## config.mk

```make
export PLATFORM = sky130hd
export DESIGN_NAME = mux_bus_bridge
export DESIGN_NICKNAME = d
export VERILOG_FILES = /design/src/rtl/mib_pkg.sv /design/src/rtl/mib_clkdiv.sv /design/src/rtl/mib_seq.sv /design/src/rtl/mib_rdcap.sv /design/src/rtl/mux_bus_bridge.sv
export SDC_FILE = /design/constraint.sdc
export NUM_CORES = 1
export LEC_CHECK = 0
export ABC_CLOCK_PERIOD_IN_PS = 5150
export BUFFER_PORTS_ARGS = -buffer_cell sky130_fd_sc_hd__buf_2
export CELL_PAD_IN_SITES_DETAIL_PLACEMENT = 1
export CELL_PAD_IN_SITES_GLOBAL_PLACEMENT = 2
export CORE_ASPECT_RATIO = 0.9
export CORE_MARGIN = 10
export CORE_UTILIZATION = 34
export CTS_CLUSTER_DIAMETER = 100
export CTS_CLUSTER_SIZE = 12
export DETAILED_ROUTE_END_ITERATION = 16
export PLACE_DENSITY_LB_ADDON = 0.12
export SETUP_SLACK_MARGIN = 0.3
export SYNTH_ARGS = -nofsm -noshare
export SYNTH_HDL_FRONTEND = slang
export SYNTH_SLANG_ARGS = --single-unit
```

## constraint.sdc

```tcl
create_clock -name clk_fast_i -period 5.15 [get_ports clk_fast_i]
set_input_delay 1.545 -clock clk_fast_i [delete_from_list [all_inputs] [get_ports clk_fast_i]]
set_output_delay 1.545 -clock clk_fast_i [all_outputs]
set_load 0.01 [all_outputs]
```

## src/rtl/mib_pkg.sv

```systemverilog
package mib_pkg;

    typedef enum logic [2:0] {
        SEQ_IDLE = 3'd0,
        SEQ_ALE  = 3'd1,
        SEQ_HOLD = 3'd2,
        SEQ_STB  = 3'd3,
        SEQ_DONE = 3'd4
    } seq_state_e;

endpackage

```

## src/rtl/mib_clkdiv.sv

```systemverilog
module mib_clkdiv #(
    parameter int DIV = 4
) (
    input  logic                       clk,
    input  logic                       rst_n,
    output logic [$clog2(DIV)-1:0]     phase_o,
    output logic                       wrap_o,
    output logic                       slow_clk_o
);
    localparam int PW = $clog2(DIV);
    localparam logic [PW-1:0] LAST = PW'(DIV - 1);
    localparam logic [PW-1:0] HALF = PW'(DIV / 2);

    typedef struct packed {
        logic [PW-1:0] phase;
        logic          slow;
    } div_regs_t;

    div_regs_t div_d, div_q;

    always_comb begin
        div_d = div_q;
        if (div_q.phase == LAST) div_d.phase = '0;
        else                     div_d.phase = div_q.phase + 1'b1;
        div_d.slow = (div_d.phase < HALF);
    end

    always_ff @(posedge clk or negedge rst_n) begin
        if (!rst_n) begin
            div_q.phase <= '0;
            div_q.slow  <= 1'b1;
        end else begin
            div_q <= div_d;
        end
    end

    assign phase_o    = div_q.phase;
    assign wrap_o     = (div_q.phase == LAST);
    assign slow_clk_o = div_q.slow;

    // the slow clock rises right after each sampling edge
    a_r1_slow_rises_after_wrap: assert property (@(posedge clk) disable iff (!rst_n)
        wrap_o |=> slow_clk_o);
    // the slow clock is low in the last phase
    a_r1_slow_low_at_wrap: assert property (@(posedge clk) disable iff (!rst_n)
        wrap_o |-> !slow_clk_o);

endmodule

```

## src/rtl/mib_seq.sv

```systemverilog
module mib_seq
    import mib_pkg::*;
#(
    parameter int DIV    = 4,
    parameter int ADDR_W = 8,
    parameter int DATA_W = 8
) (
    input  logic                   clk,
    input  logic                   rst_n,
    input  logic                   wrap_i,
    input  logic [$clog2(DIV)-1:0] phase_i,
    input  logic                   go_i,
    input  logic                   rw_i,
    input  logic [ADDR_W-1:0]      addr_i,
    input  logic [DATA_W-1:0]      wdata_i,
    output logic                   ale_o,
    output logic                   rd_n_o,
    output logic                   wr_n_o,
    output logic [DATA_W-1:0]      ad_o,
    output logic                   ad_oe_o,
    output logic                   done_o,
    output logic                   capture_o
);
    localparam int BW = (ADDR_W > DATA_W) ? ADDR_W : DATA_W;

    typedef struct packed {
        seq_state_e        state;
        logic              rw;
        logic [ADDR_W-1:0] addr;
        logic [DATA_W-1:0] wdata;
    } seq_regs_t;

    seq_regs_t seq_d, seq_q;
    logic      accept;
    logic [BW-1:0] addr_wide;

    always_comb begin
        seq_d  = seq_q;
        accept = 1'b0;
        unique case (seq_q.state)
            SEQ_IDLE: accept = wrap_i && go_i;
            SEQ_ALE:  seq_d.state = SEQ_HOLD;
            SEQ_HOLD: seq_d.state = SEQ_STB;
            SEQ_STB:  if (wrap_i) seq_d.state = SEQ_DONE;
            SEQ_DONE: begin
                if (wrap_i) begin
                    accept      = go_i;
                    seq_d.state = SEQ_IDLE;
                end
            end
            default:  seq_d.state = SEQ_IDLE;
        endcase
        if (accept) begin
            seq_d.state = SEQ_ALE;
            seq_d.rw    = rw_i;
            seq_d.addr  = addr_i;
            seq_d.wdata = wdata_i;
        end
    end

    always_ff @(posedge clk or negedge rst_n) begin
        if (!rst_n) begin
            seq_q.state <= SEQ_IDLE;
            seq_q.rw    <= 1'b1;
            seq_q.addr  <= '0;
            seq_q.wdata <= '0;
        end else begin
            seq_q <= seq_d;
        end
    end

    assign addr_wide = BW'(seq_q.addr);

    always_comb begin
        ale_o     = (seq_q.state == SEQ_ALE);
        rd_n_o    = !((seq_q.state == SEQ_STB) && seq_q.rw);
        wr_n_o    = !((seq_q.state == SEQ_STB) && !seq_q.rw);
        done_o    = (seq_q.state == SEQ_DONE);
        capture_o = (seq_q.state == SEQ_STB) && wrap_i && seq_q.rw;
        ad_oe_o   = 1'b0;
        ad_o      = seq_q.wdata;
        unique case (seq_q.state)
            SEQ_ALE, SEQ_HOLD: begin
                ad_oe_o = 1'b1;
                ad_o    = addr_wide[DATA_W-1:0];
            end
            SEQ_STB:  ad_oe_o = !seq_q.rw;
            SEQ_DONE: ad_oe_o = !seq_q.rw && (phase_i == '0);
            default:  ad_oe_o = 1'b0;
        endcase
    end

    // the two strobes are never active together
    a_r4_strobes_exclusive: assert property (@(posedge clk) disable iff (!rst_n)
        !(!rd_n_o && !wr_n_o));
    // ALE lasts one cycle, then the address is held with strobes still high
    a_r3_ale_then_hold: assert property (@(posedge clk) disable iff (!rst_n)
        ale_o |=> !ale_o && ad_oe_o && rd_n_o && wr_n_o);
    // the bridge releases the bus while the chip drives it
    a_r4_read_released: assert property (@(posedge clk) disable iff (!rst_n)
        !rd_n_o |-> !ad_oe_o);
    // a transaction only starts after a sampling edge
    a_r2_start_on_wrap: assert property (@(posedge clk) disable iff (!rst_n)
        $rose(ale_o) |-> $past(wrap_i));
    // completion directly follows a strobe
    a_r7_done_after_strobe: assert property (@(posedge clk) disable iff (!rst_n)
        $rose(done_o) |-> $past(!rd_n_o || !wr_n_o));

endmodule

```

## src/rtl/mib_rdcap.sv

```systemverilog
module mib_rdcap #(
    parameter int DATA_W = 8
) (
    input  logic              clk,
    input  logic              rst_n,
    input  logic              cap_i,
    input  logic [DATA_W-1:0] ad_i,
    output logic [DATA_W-1:0] rdata_o
);
    typedef struct packed {
        logic [DATA_W-1:0] data;
    } cap_regs_t;

    cap_regs_t cap_d, cap_q;

    always_comb begin
        cap_d = cap_q;
        if (cap_i) cap_d.data = ad_i;
    end

    always_ff @(posedge clk or negedge rst_n) begin
        if (!rst_n) cap_q.data <= '0;
        else        cap_q      <= cap_d;
    end

    assign rdata_o = cap_q.data;

endmodule

```

## src/rtl/mux_bus_bridge.sv

```systemverilog
module mux_bus_bridge #(
    parameter int DIV    = 4,
    parameter int ADDR_W = 8,
    parameter int DATA_W = 8
) (
    input  logic              clk_fast_i,
    input  logic              rst_n_i,
    input  logic              go_i,
    input  logic              rw_i,
    input  logic [ADDR_W-1:0] addr_i,
    input  logic [DATA_W-1:0] wdata_i,
    output logic [DATA_W-1:0] rdata_o,
    output logic              done_o,
    output logic              slow_clk_o,
    output logic              ale_o,
    output logic              rd_n_o,
    output logic              wr_n_o,
    output logic [DATA_W-1:0] ad_o,
    input  logic [DATA_W-1:0] ad_i,
    output logic              ad_oe_o
);
    localparam int PW = $clog2(DIV);

    logic [PW-1:0] phase;
    logic          wrap;
    logic          capture;

    mib_clkdiv #(.DIV(DIV)) u_div (
        .clk        (clk_fast_i),
        .rst_n      (rst_n_i),
        .phase_o    (phase),
        .wrap_o     (wrap),
        .slow_clk_o (slow_clk_o)
    );

    mib_seq #(.DIV(DIV), .ADDR_W(ADDR_W), .DATA_W(DATA_W)) u_seq (
        .clk       (clk_fast_i),
        .rst_n     (rst_n_i),
        .wrap_i    (wrap),
        .phase_i   (phase),
        .go_i      (go_i),
        .rw_i      (rw_i),
        .addr_i    (addr_i),
        .wdata_i   (wdata_i),
        .ale_o     (ale_o),
        .rd_n_o    (rd_n_o),
        .wr_n_o    (wr_n_o),
        .ad_o      (ad_o),
        .ad_oe_o   (ad_oe_o),
        .done_o    (done_o),
        .capture_o (capture)
    );

    mib_rdcap #(.DATA_W(DATA_W)) u_cap (
        .clk     (clk_fast_i),
        .rst_n   (rst_n_i),
        .cap_i   (capture),
        .ad_i    (ad_i),
        .rdata_o (rdata_o)
    );

    // read data only moves as the read strobe is released
    a_r6_rdata_moves_on_read_end: assert property (@(posedge clk_fast_i) disable iff (!rst_n_i)
        !$rose(rd_n_o) |-> $stable(rdata_o));

endmodule

```

==> summary.txt <==
Pwr
  • Final Power: 0.979 mW
  • Peak VDD IR: 0.240 mV
  • Lkg Pwr: 0.856 nW
  • Pwr/cell area: 555 nW/µm²

GRT
  • Largest net degree at the start of global routing: 32
  • Initial antenna violation count: 0
  • First-pass GRT wire length: 5440 µm
  • Total Routing Usage GR: 9.99%
  • Vias in the first global route: 1046
  • Overflow left after global routing: 0

Final layout
  • Layout area overhead: 25.0%
  • Layout cells sized above 1: 62.7%
  • Non-Filler Instances: 198
  • Reg area: 778 µm²
  • # diodes: 0
  • Fillers: 446
  • Layout Utilization: 43.6%
  • Nets: 180
  • Multi-input logic area: 582 µm²

Floorplanning
  • Area of the core: 4050 µm²
  • Die Y: 81.2 µm
  • Initial Utilization: 34.9%
  • # rows: 22
  • Die width: 87.9 µm
  • Io pins: 50
  • DIE AREA: 7140 µm²

Clock network
  • CTS tree: yes
  • Setup Fix Bufs, Post-CTS: 0
  • Hold_buf cts: 0
  • Inserted Clock Buffers: 5
  • Clock transition at path regs: 70 ps
  • Clock Path Buffers: 2
  • H-tree Lvls: 2
  • CTS sink cnt: 31
  • Post-CTS sizing: 0
  • Clk_lat worst skew: 280 ps
  • CTS root buf: clkbuf_8

STA
  • Fmax: 292 MHz
  • Clock skew: 7.90 ps
  • Worst Tran Pin Value: 712 ps
  • TNS Setup: 0 ps
  • Rel. slew slack: 52.6%
  • Fin. max-slew vios: 0
  • Final Hold Vio Count: 0
  • RSZ-0062 raised after global routing: false
  • Tmin final: 3420 ps
  • # setup viols final: 0
  • Setup ws final: 1730 ps
  • Crit share post-route: 66.4%

Worst setup path
  • Startpoint Class: flop
  • Crit path DAT: 1880 ps
  • CP required: 3610 ps
  • Crit Path Class: flop to output pin
  • Slowest CP cell: dfrtp_1
  • Worst Setup End Kind: output pin
  • CP max FO: 11
  • CP Cell Sequence: xnor2_1 > nor2_2 > mux2_2 > buf_2
  • Reg2Reg Setup Slack: 3480 ps
  • CP max stage delay: 510 ps

Route
  • Final WL: 3330 µm
  • Via/cell ratio: 4.69
  • ANT nets after route: 0
  • DR WL/cell: 16.8 µm
  • DR pass1 iterations: 3
  • Initial drt markers: 28
  • Via count: 929
  • Drc violations: 0

Yosys
  • Flops & latches, synth: 31
  • Synthesized instance count: 96
  • Yosys top cell by area: dfrtp_1
  • Yosys warns: 0
  • Ranking of synthesized cells by area: dfrtp_1, mux2_2, mux2_4, dfstp_2, ha_1
  • Post-Syn Nets: 127
  • Synthesized area: 1410 µm²
  • Seq/Total Area, Yosys: 55.1%
  • Synth top area share: 51.4%
  • Count of cell types in the netlist: 26
  • Synth Area per Inst: 14.7 µm²

Place
  • Pre-CTS setup slack: 2000 ps
  • DP HPWL: 2510 µm
  • Cells after DPL: 190
  • Port bufs: 49
  • RD Place Congestion: 0.756

Min path
  • Tightest Hold Check Type: flop to flop

Flow run
  • # Max-Cap Violations: 0

Outcome
  • Status: finished, final reports clean
==> power by group <==
part / internal, mW / total (mW) / switching, mW
registers: 0.348 / 0.419 / 0.0714
logic: 0.215 / 0.378 / 0.163
clock network: 0.0947 / 0.182 / 0.0877
total: 0.658 / 0.979 / 0.322
==> routing by layer <==
| layer | part of all wire [%] | vias up | global-route usage (%) |
|---|---|---|---|
| met5 | 0 | - | 0 |
| met4 | 0.51 | 0 | 3.82 |
| met2 | 50 | 23 | 15.5 |
| met3 | 7.4 | 2 | 5.20 |
| li1 | - | 440 | - |
| met1 | 42 | 464 | 11.5 |
==> layout make-up <==
type	instances	share of cell area (%)
Clock buffer	7	4.32
Clock inverter	1	0.283
Inverter	5	1.06
Multi-Input combinational cell	57	33.0
Sequential cell	31	44.1
Tap cell	48	3.40
Timing Repair Buffer	49	13.9
==> Yosys cell counts, drive strengths merged <==
cell	instances
a21o	1
dfrtp	29
inv	5
dfstp	2
ha	3
a21oi	1
and2b	1
nor2	3
nand3	3
nand4	1
nand3b	1
buf	3
o21ai	2
nand2	1
and3	2
xnor2	1
mux2	33
a211oi	1
nor3	1
o32ai	1
nor2b	1
==> layout by cell type (no fill, tap or decap), drive strengths merged, types with 2 or more instances in the layout <==
cell and instances:
dfrtp 29, nor2 3, dfstp 2, mux2 33, ha 3, inv 5
clkbuf 7, o21ai 2, and3 2, nand3 3, buf 49
==> sequential cells by signal, summed over array words and instances (netlist names) <==
| signal | cells |
|---|---|
| u_seq.seq_q | 12 |
| u_cap.rdata_o | 8 |
| u_seq.addr_wide | 8 |
| u_div.phase_o | 2 |
| u_div.slow_clk_o | 1 |
==> worst max-delay path, delay by kind of cell (launching register included) <==
family | cells | cell delay (ps)
xor gates and xnor gates | 1 | 190
buffers and inverters | 1 | 140
DFF | 1 | 510
muxes | 1 | 390
and+or+nand+nor | 1 | 360
==> cell families after synthesis <==
logic type	share of synthesized area (%)
and+or+nand+nor	6.47
xor gates and xnor gates	0.620
AOI/OAI and AO/OA	2.75
DFF	55.1
muxes	28.7
buffers and inverters	3.72
adders and majority gates	2.66
==> path summary, 6_finish.rpt <==
kind,startpoint,end,cells after the start
setup / recovery,u_seq.seq_q[18],ad_o[7],4
hold / removal,u_div.phase_o[0],u_div.phase_o[0],1
setup reg to reg,u_div.phase_o[0],u_seq.addr_wide[7],3
hold reg to reg,u_div.phase_o[0],u_div.phase_o[0],1
max in group asynchronous,rst_n_i,u_cap.rdata_o[4],1
min in group asynchronous,rst_n_i,u_div.phase_o[0],1
==> through the flow <==
stage / hold slack [ps] / instance area [µm²]
finish: 499 / 1770
global route: 512 / 1770
CTS: 505 / 1770
detailed placement: 488 / 1680
global placement: 478 / 1680
floorplan: 460 / 1410
Power figures use the tool's default switching activity.
